$ cat src/rtl/lit_pkg.sv
package lit_pkg;
  localparam int DATA_W   = 32;
  localparam int ADDR_W   = 3;
  localparam int VEC_W    = 8;
  localparam int MASK_BIT = 16;
  localparam int MODE_LSB = 17;
  localparam int DIV_W    = 4;

  typedef enum logic [1:0] {
    LIT_ONESHOT  = 2'b00,
    LIT_PERIODIC = 2'b01,
    LIT_DEADLINE = 2'b10,
    LIT_RSVD     = 2'b11
  } lit_mode_e;

  localparam logic [ADDR_W-1:0] A_ENTRY = 3'd0;
  localparam logic [ADDR_W-1:0] A_DIV   = 3'd1;
  localparam logic [ADDR_W-1:0] A_INIT  = 3'd2;
  localparam logic [ADDR_W-1:0] A_CUR   = 3'd3;
  localparam logic [ADDR_W-1:0] A_DLINE = 3'd4;
  localparam logic [ADDR_W-1:0] A_TIME  = 3'd5;
endpackage

$ cat src/rtl/lit_prescaler.sv
module lit_prescaler #(
  parameter int PRE_W = 7
) (
  input  logic       clk,
  input  logic       rst_n,
  input  logic       restart,
  input  logic [2:0] ratio_sel,
  output logic       tick
);
  logic [PRE_W-1:0] pre_q, pre_d, mask;
  logic [3:0]       shamt;

  always_comb begin
    shamt = {1'b0, ratio_sel} + 4'd1;
    if (ratio_sel == 3'b111) mask = '0;
    else                     mask = ~({PRE_W{1'b1}} << shamt);
    tick  = ((pre_q & mask) == mask);
    pre_d = restart ? '0 : pre_q + 1'b1;
  end

  always_ff @(posedge clk or negedge rst_n) begin
    if (!rst_n) pre_q <= '0;
    else        pre_q <= pre_d;
  end
endmodule

$ cat src/rtl/lit_countdown.sv
module lit_countdown #(
  parameter int CNT_W = 32
) (
  input  logic             clk,
  input  logic             rst_n,
  input  logic             load,
  input  logic [CNT_W-1:0] load_val,
  input  logic [CNT_W-1:0] reload_val,
  input  logic             tick,
  input  logic             run,
  input  logic             periodic,
  output logic [CNT_W-1:0] cur,
  output logic             fire
);
  logic [CNT_W-1:0] cur_q, cur_d;
  logic             cur_en;

  always_comb begin
    cur_d  = cur_q;
    cur_en = 1'b0;
    fire   = 1'b0;
    if (load) begin
      cur_d  = load_val;
      cur_en = 1'b1;
    end else if (run && tick && (cur_q != '0)) begin
      cur_en = 1'b1;
      if (cur_q == CNT_W'(1)) begin
        fire  = 1'b1;
        cur_d = periodic ? reload_val : '0;
      end else begin
        cur_d = cur_q - 1'b1;
      end
    end
  end

  always_ff @(posedge clk or negedge rst_n) begin
    if (!rst_n)      cur_q <= '0;
    else if (cur_en) cur_q <= cur_d;
  end

  assign cur = cur_q;
endmodule

$ cat src/rtl/lit_deadline.sv
module lit_deadline #(
  parameter int TIME_W = 32
) (
  input  logic              clk,
  input  logic              rst_n,
  input  logic              wr,
  input  logic [TIME_W-1:0] wval,
  input  logic              armed,
  output logic [TIME_W-1:0] dline,
  output logic [TIME_W-1:0] now,
  output logic              fire
);
  logic [TIME_W-1:0] dl_q, dl_d, now_q, now_d;
  logic              dl_en;

  always_comb begin
    now_d = now_q + 1'b1;
    fire  = armed && !wr && (dl_q != '0) && (now_q >= dl_q);
    dl_en = wr || fire;
    dl_d  = wr ? wval : '0;
  end

  always_ff @(posedge clk or negedge rst_n) begin
    if (!rst_n) begin
      now_q <= '0;
      dl_q  <= '0;
    end else begin
      now_q <= now_d;
      if (dl_en) dl_q <= dl_d;
    end
  end

  assign dline = dl_q;
  assign now   = now_q;
endmodule

$ cat src/rtl/lit_timer.sv
module lit_timer
  import lit_pkg::*;
#(
  parameter int CNT_W  = 32,
  parameter int TIME_W = 32,
  parameter int PRE_W  = 7
) (
  input  logic        clk,
  input  logic        rst_n,
  input  logic        wr_en,
  input  logic [2:0]  addr,
  input  logic [31:0] wdata,
  output logic [31:0] rdata,
  output logic        irq_valid,
  output logic [7:0]  irq_vector
);
  logic [VEC_W-1:0] vec_q, vec_d;
  logic             mask_q, mask_d;
  lit_mode_e        mode_q, mode_d;
  logic [DIV_W-1:0] div_q, div_d;
  logic [CNT_W-1:0] init_q, init_d;
  logic             entry_wr, div_wr, init_wr, dl_wr;
  logic             tick, cnt_fire, dl_fire;
  logic [CNT_W-1:0]  cur_cnt;
  logic [TIME_W-1:0] dl_val, time_val;
  logic             irq_q, irq_d;
  logic [VEC_W-1:0] irqv_q, irqv_d;

  // Write decode and next-state of the software-visible registers
  always_comb begin
    entry_wr = wr_en && (addr == A_ENTRY);
    div_wr   = wr_en && (addr == A_DIV);
    init_wr  = wr_en && (addr == A_INIT);
    dl_wr    = wr_en && (addr == A_DLINE);
    vec_d    = entry_wr ? wdata[VEC_W-1:0] : vec_q;
    mask_d   = entry_wr ? wdata[MASK_BIT] : mask_q;
    mode_d   = entry_wr ? lit_mode_e'(wdata[MODE_LSB+1:MODE_LSB]) : mode_q;
    div_d    = div_wr   ? wdata[DIV_W-1:0] : div_q;
    init_d   = init_wr  ? wdata[CNT_W-1:0] : init_q;
  end

  always_ff @(posedge clk or negedge rst_n) begin
    if (!rst_n) begin
      vec_q  <= '0;
      mask_q <= 1'b1;
      mode_q <= LIT_ONESHOT;
      div_q  <= '0;
      init_q <= '0;
    end else begin
      if (entry_wr) begin
        vec_q  <= vec_d;
        mask_q <= mask_d;
        mode_q <= mode_d;
      end
      if (div_wr)  div_q  <= div_d;
      if (init_wr) init_q <= init_d;
    end
  end

  lit_prescaler #(.PRE_W(PRE_W)) u_pre (
    .clk       (clk),
    .rst_n     (rst_n),
    .restart   (init_wr),
    .ratio_sel ({div_q[3], div_q[1:0]}),
    .tick      (tick)
  );

  lit_countdown #(.CNT_W(CNT_W)) u_cnt (
    .clk        (clk),
    .rst_n      (rst_n),
    .load       (init_wr),
    .load_val   (wdata[CNT_W-1:0]),
    .reload_val (init_q),
    .tick       (tick),
    .run        (mode_q != LIT_DEADLINE),
    .periodic   (mode_q == LIT_PERIODIC),
    .cur        (cur_cnt),
    .fire       (cnt_fire)
  );

  lit_deadline #(.TIME_W(TIME_W)) u_dl (
    .clk   (clk),
    .rst_n (rst_n),
    .wr    (dl_wr),
    .wval  (wdata[TIME_W-1:0]),
    .armed (mode_q == LIT_DEADLINE),
    .dline (dl_val),
    .now   (time_val),
    .fire  (dl_fire)
  );

  // Request pulse: registered, gated by the mask
  always_comb begin
    irq_d  = (cnt_fire || dl_fire) && !mask_q;
    irqv_d = irq_d ? vec_q : irqv_q;
  end

  always_ff @(posedge clk or negedge rst_n) begin
    if (!rst_n) begin
      irq_q  <= 1'b0;
      irqv_q <= '0;
    end else begin
      irq_q <= irq_d;
      if (irq_d) irqv_q <= irqv_d;
    end
  end

  assign irq_valid  = irq_q;
  assign irq_vector = irqv_q;

  always_comb begin
    case (addr)
      A_ENTRY: rdata = {13'b0, mode_q, mask_q, 8'b0, vec_q};
      A_DIV:   rdata = DATA_W'(div_q);
      A_INIT:  rdata = DATA_W'(init_q);
      A_CUR:   rdata = DATA_W'(cur_cnt);
      A_DLINE: rdata = DATA_W'(dl_val);
      A_TIME:  rdata = DATA_W'(time_val);
      default: rdata = '0;
    endcase
  end
endmodule

$ cat config.mk
export PLATFORM = sky130hd
export DESIGN_NAME = lit_timer
export DESIGN_NICKNAME = d
export VERILOG_FILES = /design/src/rtl/lit_pkg.sv /design/src/rtl/lit_prescaler.sv /design/src/rtl/lit_countdown.sv /design/src/rtl/lit_deadline.sv /design/src/rtl/lit_timer.sv
export SDC_FILE = /design/constraint.sdc
export NUM_CORES = 1
export LEC_CHECK = 0
export BUFFER_PORTS_ARGS = -buffer_cell sky130_fd_sc_hd__buf_4
export CAP_MARGIN = 20
export CORE_UTILIZATION = 39
export DETAILED_ROUTE_END_ITERATION = 6
export PLACE_DENSITY = 0.67
export SLEW_MARGIN = 20
export SYNTH_ARGS = -nofsm -noshare
export SYNTH_HDL_FRONTEND = slang
export SYNTH_SLANG_ARGS = --single-unit
$ cat constraint.sdc
create_clock -name clk -period 3 [get_ports clk]
set_clock_uncertainty 0.05 [all_clocks]
set_input_delay 0.45 -clock clk [delete_from_list [all_inputs] [get_ports clk]]
set_output_delay 0.45 -clock clk [all_outputs]
set_load 0.05 [all_outputs]
## Word level (Yosys, flattened, before mapping)

Index checks and enable logic that the tools add are counted.

- Reduce and logical (&&, ||, !) cells: 19
- Add/sub/neg operators: 4
- Shift operators: 1
- Magnitude comparators: 1
- Mux-type cells: 13
- Equality and inequality tests: 11
- Bitwise operators: 2

Operators by type and width:

| kind | count |
|---|---|
| one-hot mux 32 bit (6 select lines) | 1 |
| 2-to-1 mux 32 bit | 5 |
| nonzero test 32 bit | 2 |
| adder 32 x 1 -> 32 bit (second input constant) | 1 |
| == test 32 x 1 -> 1 bit (second input constant) | 1 |
| greater-or-equal comparator 32 bit | 1 |
| subtractor 32 x 1 -> 32 bit (second input constant) | 1 |
| 2-to-1 mux 7 bit | 2 |
| logical AND 1 bit | 10 |
| == test 3 bit (second input constant) | 3 |
| adder 7 x 1 -> 7 bit (second input constant) | 1 |
| AND 7 bit | 1 |
| == test 7 bit | 1 |
| inverter 7 bit | 1 |
| << shifter 7 x 4 -> 7 bit (first input constant) | 1 |
| == test 3 x 2 -> 1 bit (second input constant) | 2 |
| 2-to-1 mux 1 bit | 5 |
| adder 3 x 1 -> 4 bit (second input constant) | 1 |
| == test 3 x 1 -> 1 bit (second input constant) | 1 |
| zero test 3 bit | 1 |
| == test 2 x 1 -> 1 bit (second input constant) | 1 |
| == test 2 bit (second input constant) | 1 |
| zero test 1 bit | 2 |
| logical OR 1 bit | 2 |
| 3 further kinds | 3 |

- Flip-flop bits (word level): 159

## Logic depth before layout (Yosys ltp)

- Word-level depth: 12
- Gate-level depth with buffers: 12
- Gate-level depth less buffers: 10

## By module

From an unflattened synthesis, not the netlist that was laid out.

- Cell total of the unflattened synthesis: 1,064
- Area total of the unflattened synthesis: 10,233.6 µm²

By module, submodules not included:

| module | times used | area an instance (µm²) | seq. area each (µm²) | cells an instance |
|---|---|---|---|---|
| lit_deadline | 1 | 3,873.7 | 1,601.5 | 417 |
| lit_timer | 1 | 3,231.8 | 1,402.6 | 259 |
| lit_countdown | 1 | 2,721.4 | 800.8 | 344 |
| lit_prescaler | 1 | 406.6 | 175.2 | 44 |

## Least setup slack after synthesis

No wires, ideal clock.

- Kind: input -> output
- From: in addr[0]
- To: out rdata[16]
- Stages on the path: 4
- Arrival: 2.121 ns
- Setup slack: 0.379 ns
- Path through: clkbuf_1 > clkbuf_1 > mux2i_1 > o221ai_1

- Longest elaborated chain between the ends: 2

Ends and longest elaborated chain:

| element | RTL line | RTL |
|---|---|---|
| start: declaration | lit_timer.sv:11 | `input logic [2:0] addr,` |
| == test 3 bit (tied with other cells) | lit_timer.sv:112 | `case (addr)` |
| one-hot mux 32 bit (6 select lines) * | lit_timer.sv:112 |  |
| end: declaration | lit_timer.sv:13 | `output logic [31:0] rdata,` |

Mark *: on every way between the ends. The rest lies on a longest branch, timed or not.

## Worst setup path in the final report

- From: reg u_dl.now_q[21] (netlist: u_dl.now[21])
- To: reg irqv_q[3] (netlist: irq_vector[3])

- Longest elaborated chain between the ends: 4

Ends and longest elaborated chain:

| element | RTL line | RTL |
|---|---|---|
| start: declaration | lit_deadline.sv:13 | `logic [TIME_W-1:0] dl_q, dl_d, now_q, now_d;` |
| start signal: assignment | lit_deadline.sv:28 | `now_q <= now_d;` |
| greater-or-equal comparator 32 bit | lit_deadline.sv:18 | `fire = armed && !wr && (dl_q != '0) && (now_q >= dl_q);` |
| logical AND 1 bit | lit_deadline.sv:18 |  |
| logical OR 1 bit | lit_timer.sv:94 | `irq_d = (cnt_fire \|\| dl_fire) && !mask_q;` |
| logical AND 1 bit | lit_timer.sv:94 |  |
| end signal: assignment | lit_timer.sv:104 | `if (irq_d) irqv_q <= irqv_d;` |
| end: declaration | lit_timer.sv:27 | `logic [VEC_W-1:0] irqv_q, irqv_d;` |

No other way between the ends.
A chain may end at the register's enable or synchronous reset.

==> impl_metrics.ini <==
[floorplan]
die_w_um = 156
ios = 79
coreArea_um2 = 23400
die_h_um = 156
initial_core_util_pct = 39.7
die-area_um2 = 24500
rows = 56

[place]
port-buffer-count = 78
place_ws_ns = 0.227
place_congestion = 0.956
detailed_place_hpwl_um = 20900
placed_cells = 1367

[final_layout]
drive_above_1_share_pct = 18.6
area_delta_synth_final_pct = 18.6
fin_nets = 1146
final_cell_mix = 158 x dfrtp_1, 134 x nand2_1, 124 x buf_4
final_cells = 1397
antenna_cells = 0
nFillCells = 2231
final_common_cell = dfrtp_1

[pwr]
switching_share_pct = 35.9
power.density_nw_per_um2 = 660
p_leak_nw = 5.12
seqPwrFrac_pct = 42.6
p_sw_mw = 2.61
power_frac_comb_pct = 27.7
p_int_mw = 4.66
ir_worst_vdd_v = 0.000350
pwr-share-clk_pct = 29.7

[global_route]
grt_usage_pct = 24.3
grt_max_degree = 82
grt.overflow.total = 0
grt_pass1_wl_um = 45300
grt_pass1_vias = 7876
antenna_found_initial = 0

[logic_synthesis]
synth_area_um2 = 9300
ys_seq_elements = 159
yosysUniqueCellTypes = 64
synthCells = 972
yosys_warnings = 0
syn_nets = 1051
ys_async_sr_fraction_pct = 100
ys_seq_area_share_pct = 42.8
synth_top_area_share_pct = 42.5
synth_top_area_cell = dfrtp_1
synth_top_flop_cell = dfrtp_1
synth_area_leaders = dfrtp_1 43%, mux2i_1 5.9%, ha_1 5.5%, nand2_1 5.4%, mux2_2 3.0%
synth_area_per_cell_um2 = 9.57
synth-edff-count = 0

[sta]
tightest_slew_ns = 0.950
setup_viol = 0
final-hold-violation-count = 0
fin_crit_sh_pct = 95.4
relSlewSlack_pct = 36.4
fin_ws_ns = 0.139
fmax_ghz = 0.349
holdWs_ns = 0.00436
rsz0062_at_grt = no
slew_violations = 0
min_period_ns = 2.86
finalSetupTns_ns = 0

[route]
num_vias = 8121
vias_per_cell = 5.81
wirelength_um = 28200
avgRoutedWirePerCell_um = 20.2
dr.pass1.iters = 7
drtAntennaViolNets = 0
first_iter_violations = 778
drc = 0

[setup_path]
cp-end-kind = flip-flop
worstSetupPathType = reg -> reg
critPathMaxStageDelay_ns = 0.45
critical_path_required_ns = 3.27
cp-start-kind = flip-flop
cp_slowest_cell = dfrtp_1
crit_path_max_fanout = 9
worst_ep_arrival_time_ns = 3.13
crit_chain = ha_1 -> and4_1 -> nand3b_1 -> or3_1 -> a311oi_1 -> o31ai_1 -> o22a_1 -> buf_12 -> mux2_2

[outcome]
status = completed

[clock_tree]
clkTransAtPathRegs_ns = 0.06
ctsHtreeMaxLevel = 4
cts_hold_buf = 0
cts_resized = 0
clock_latency_ns = 0.43
clock_sinks = 159
tritoncts = yes
clockBufferDepth = 2
cts_buffers = 17
cts_root_buf = clkbuf_16
cts_setup_buffers = 0

[run]
cap_viol_max_count = 0

[hold_path]
hp-class = in -> async
-- power groups by stage --
stage | Combinational, mW | Clock, mW | Sequential [mW]
after detailed placement | 1.99 | 0 | 3.12
after global placement | 1.95 | 0 | 3.12
final | 2.01 | 2.16 | 3.10
after global routing | 2.22 | 2.28 | 3.17
after floorplan | 1.43 | 0 | 2.96
after CTS | 2.01 | 2.18 | 3.09
-- cell families (layout without fill, tap and decap cells) --
family                     count (synthesis)  count (layout)  share of synthesized area [%]
AOI/OAI and AO/OA                        234             234                           17.0
xor gates and xnor gates                  44              44                           4.14
adders and majority gates                 41              41                           5.52
buffers and inverters                     96             202                           4.91
DFF                                      159             159                           42.8
muxes                                     80              80                           8.95
and+or+nand+nor                          318             318                           16.7
-- final cells by class --
cell class                 count  area, um^2  share of cell area, %
clock buffer                  20         457                   4.14
sequential                   159        3980                   36.1
clock inverter                10         114                   1.03
timing repair buffer         130        1040                   9.45
multi-input combinational    717        4870                   44.2
tap                          319         399                   3.62
inverter                      42         158                   1.43
-- state kept, by name, indices dropped and copies added, names as in the netlist --
signal / count
mode_q: 2
mask_q: 1
irq_valid: 1
vec_q: 8
u_dl.dline: 32
u_cnt.cur: 32
u_pre.pre_q: 7
irq_vector: 8
u_dl.now: 32
div_q: 4
init_q: 32
-- cells in the mapped netlist (all sizes together), types with 10 or more instances --
cell type	n
nand3	23
clkbuf	44
a22oi	13
xor2	14
o21ai	46
and3	13
nor2	54
mux2i	55
nand2	134
ha	41
inv	42
nor4	15
nand4	12
mux2	25
a31oi	10
o22ai	25
dfrtp	158
buf	10
nand2b	10
a21oi	45
nor3	18
o221ai	10
o211ai	13
a22o	32
xnor2	30
-- worst max-delay path: cells and delay by family, from the launching register on --
family / cells / cell delay [ns]
compound gates: 3 / 0.65
fa+ha+maj: 1 / 0.33
buf+inv: 1 / 0.16
flops: 1 / 0.45
mux: 1 / 0.27
simple gates: 3 / 0.83
-- layer usage --
layer | wire, um | global-route usage (%) | vias up
met2 | 12700 | 36.4 | 311
met3 | 2150 | 4.15 | 53
met4 | 653 | 8.26 | 0
met1 | 12700 | 35.0 | 4024
met5 | 0 | 0 | -
li1 | - | - | 3733
-- final timing paths --
kind	endpoint	cells after the start	slack, ns	startpoint
worst max-delay path	irq_vector[3]$_DFFE_PN0P_	9	0.14	u_dl.now[21]$_DFF_PN0_
worst min-delay path	u_dl.now[5]$_DFF_PN0_	1	0.004	rst_n
worst max register to register	irq_vector[3]$_DFFE_PN0P_	9	0.14	u_dl.now[21]$_DFF_PN0_
worst min register to register	irq_vector[4]$_DFFE_PN0P_	1	0.46	irq_vector[4]$_DFFE_PN0P_
max in group asynchronous	u_dl.now[25]$_DFF_PN0_	2	2.06	rst_n
min in group clk	init_q[13]$_DFFE_PN0P_	3	0.20	wdata[13]
-- through the flow --
stage | area (um^2) | power, mW | utilization (%)
2_1_floorplan | 9300 | 4.38 | -
3_3_place_gp | 10500 | 5.07 | 44.7
3_5_place_dp | 10500 | 5.11 | 44.7
4_1_cts | 11000 | 7.27 | 47.1
5_1_grt | 11000 | 7.67 | 47.1
6_report | 11000 | 7.27 | 47.1
Power figures use the tool's default switching activity.
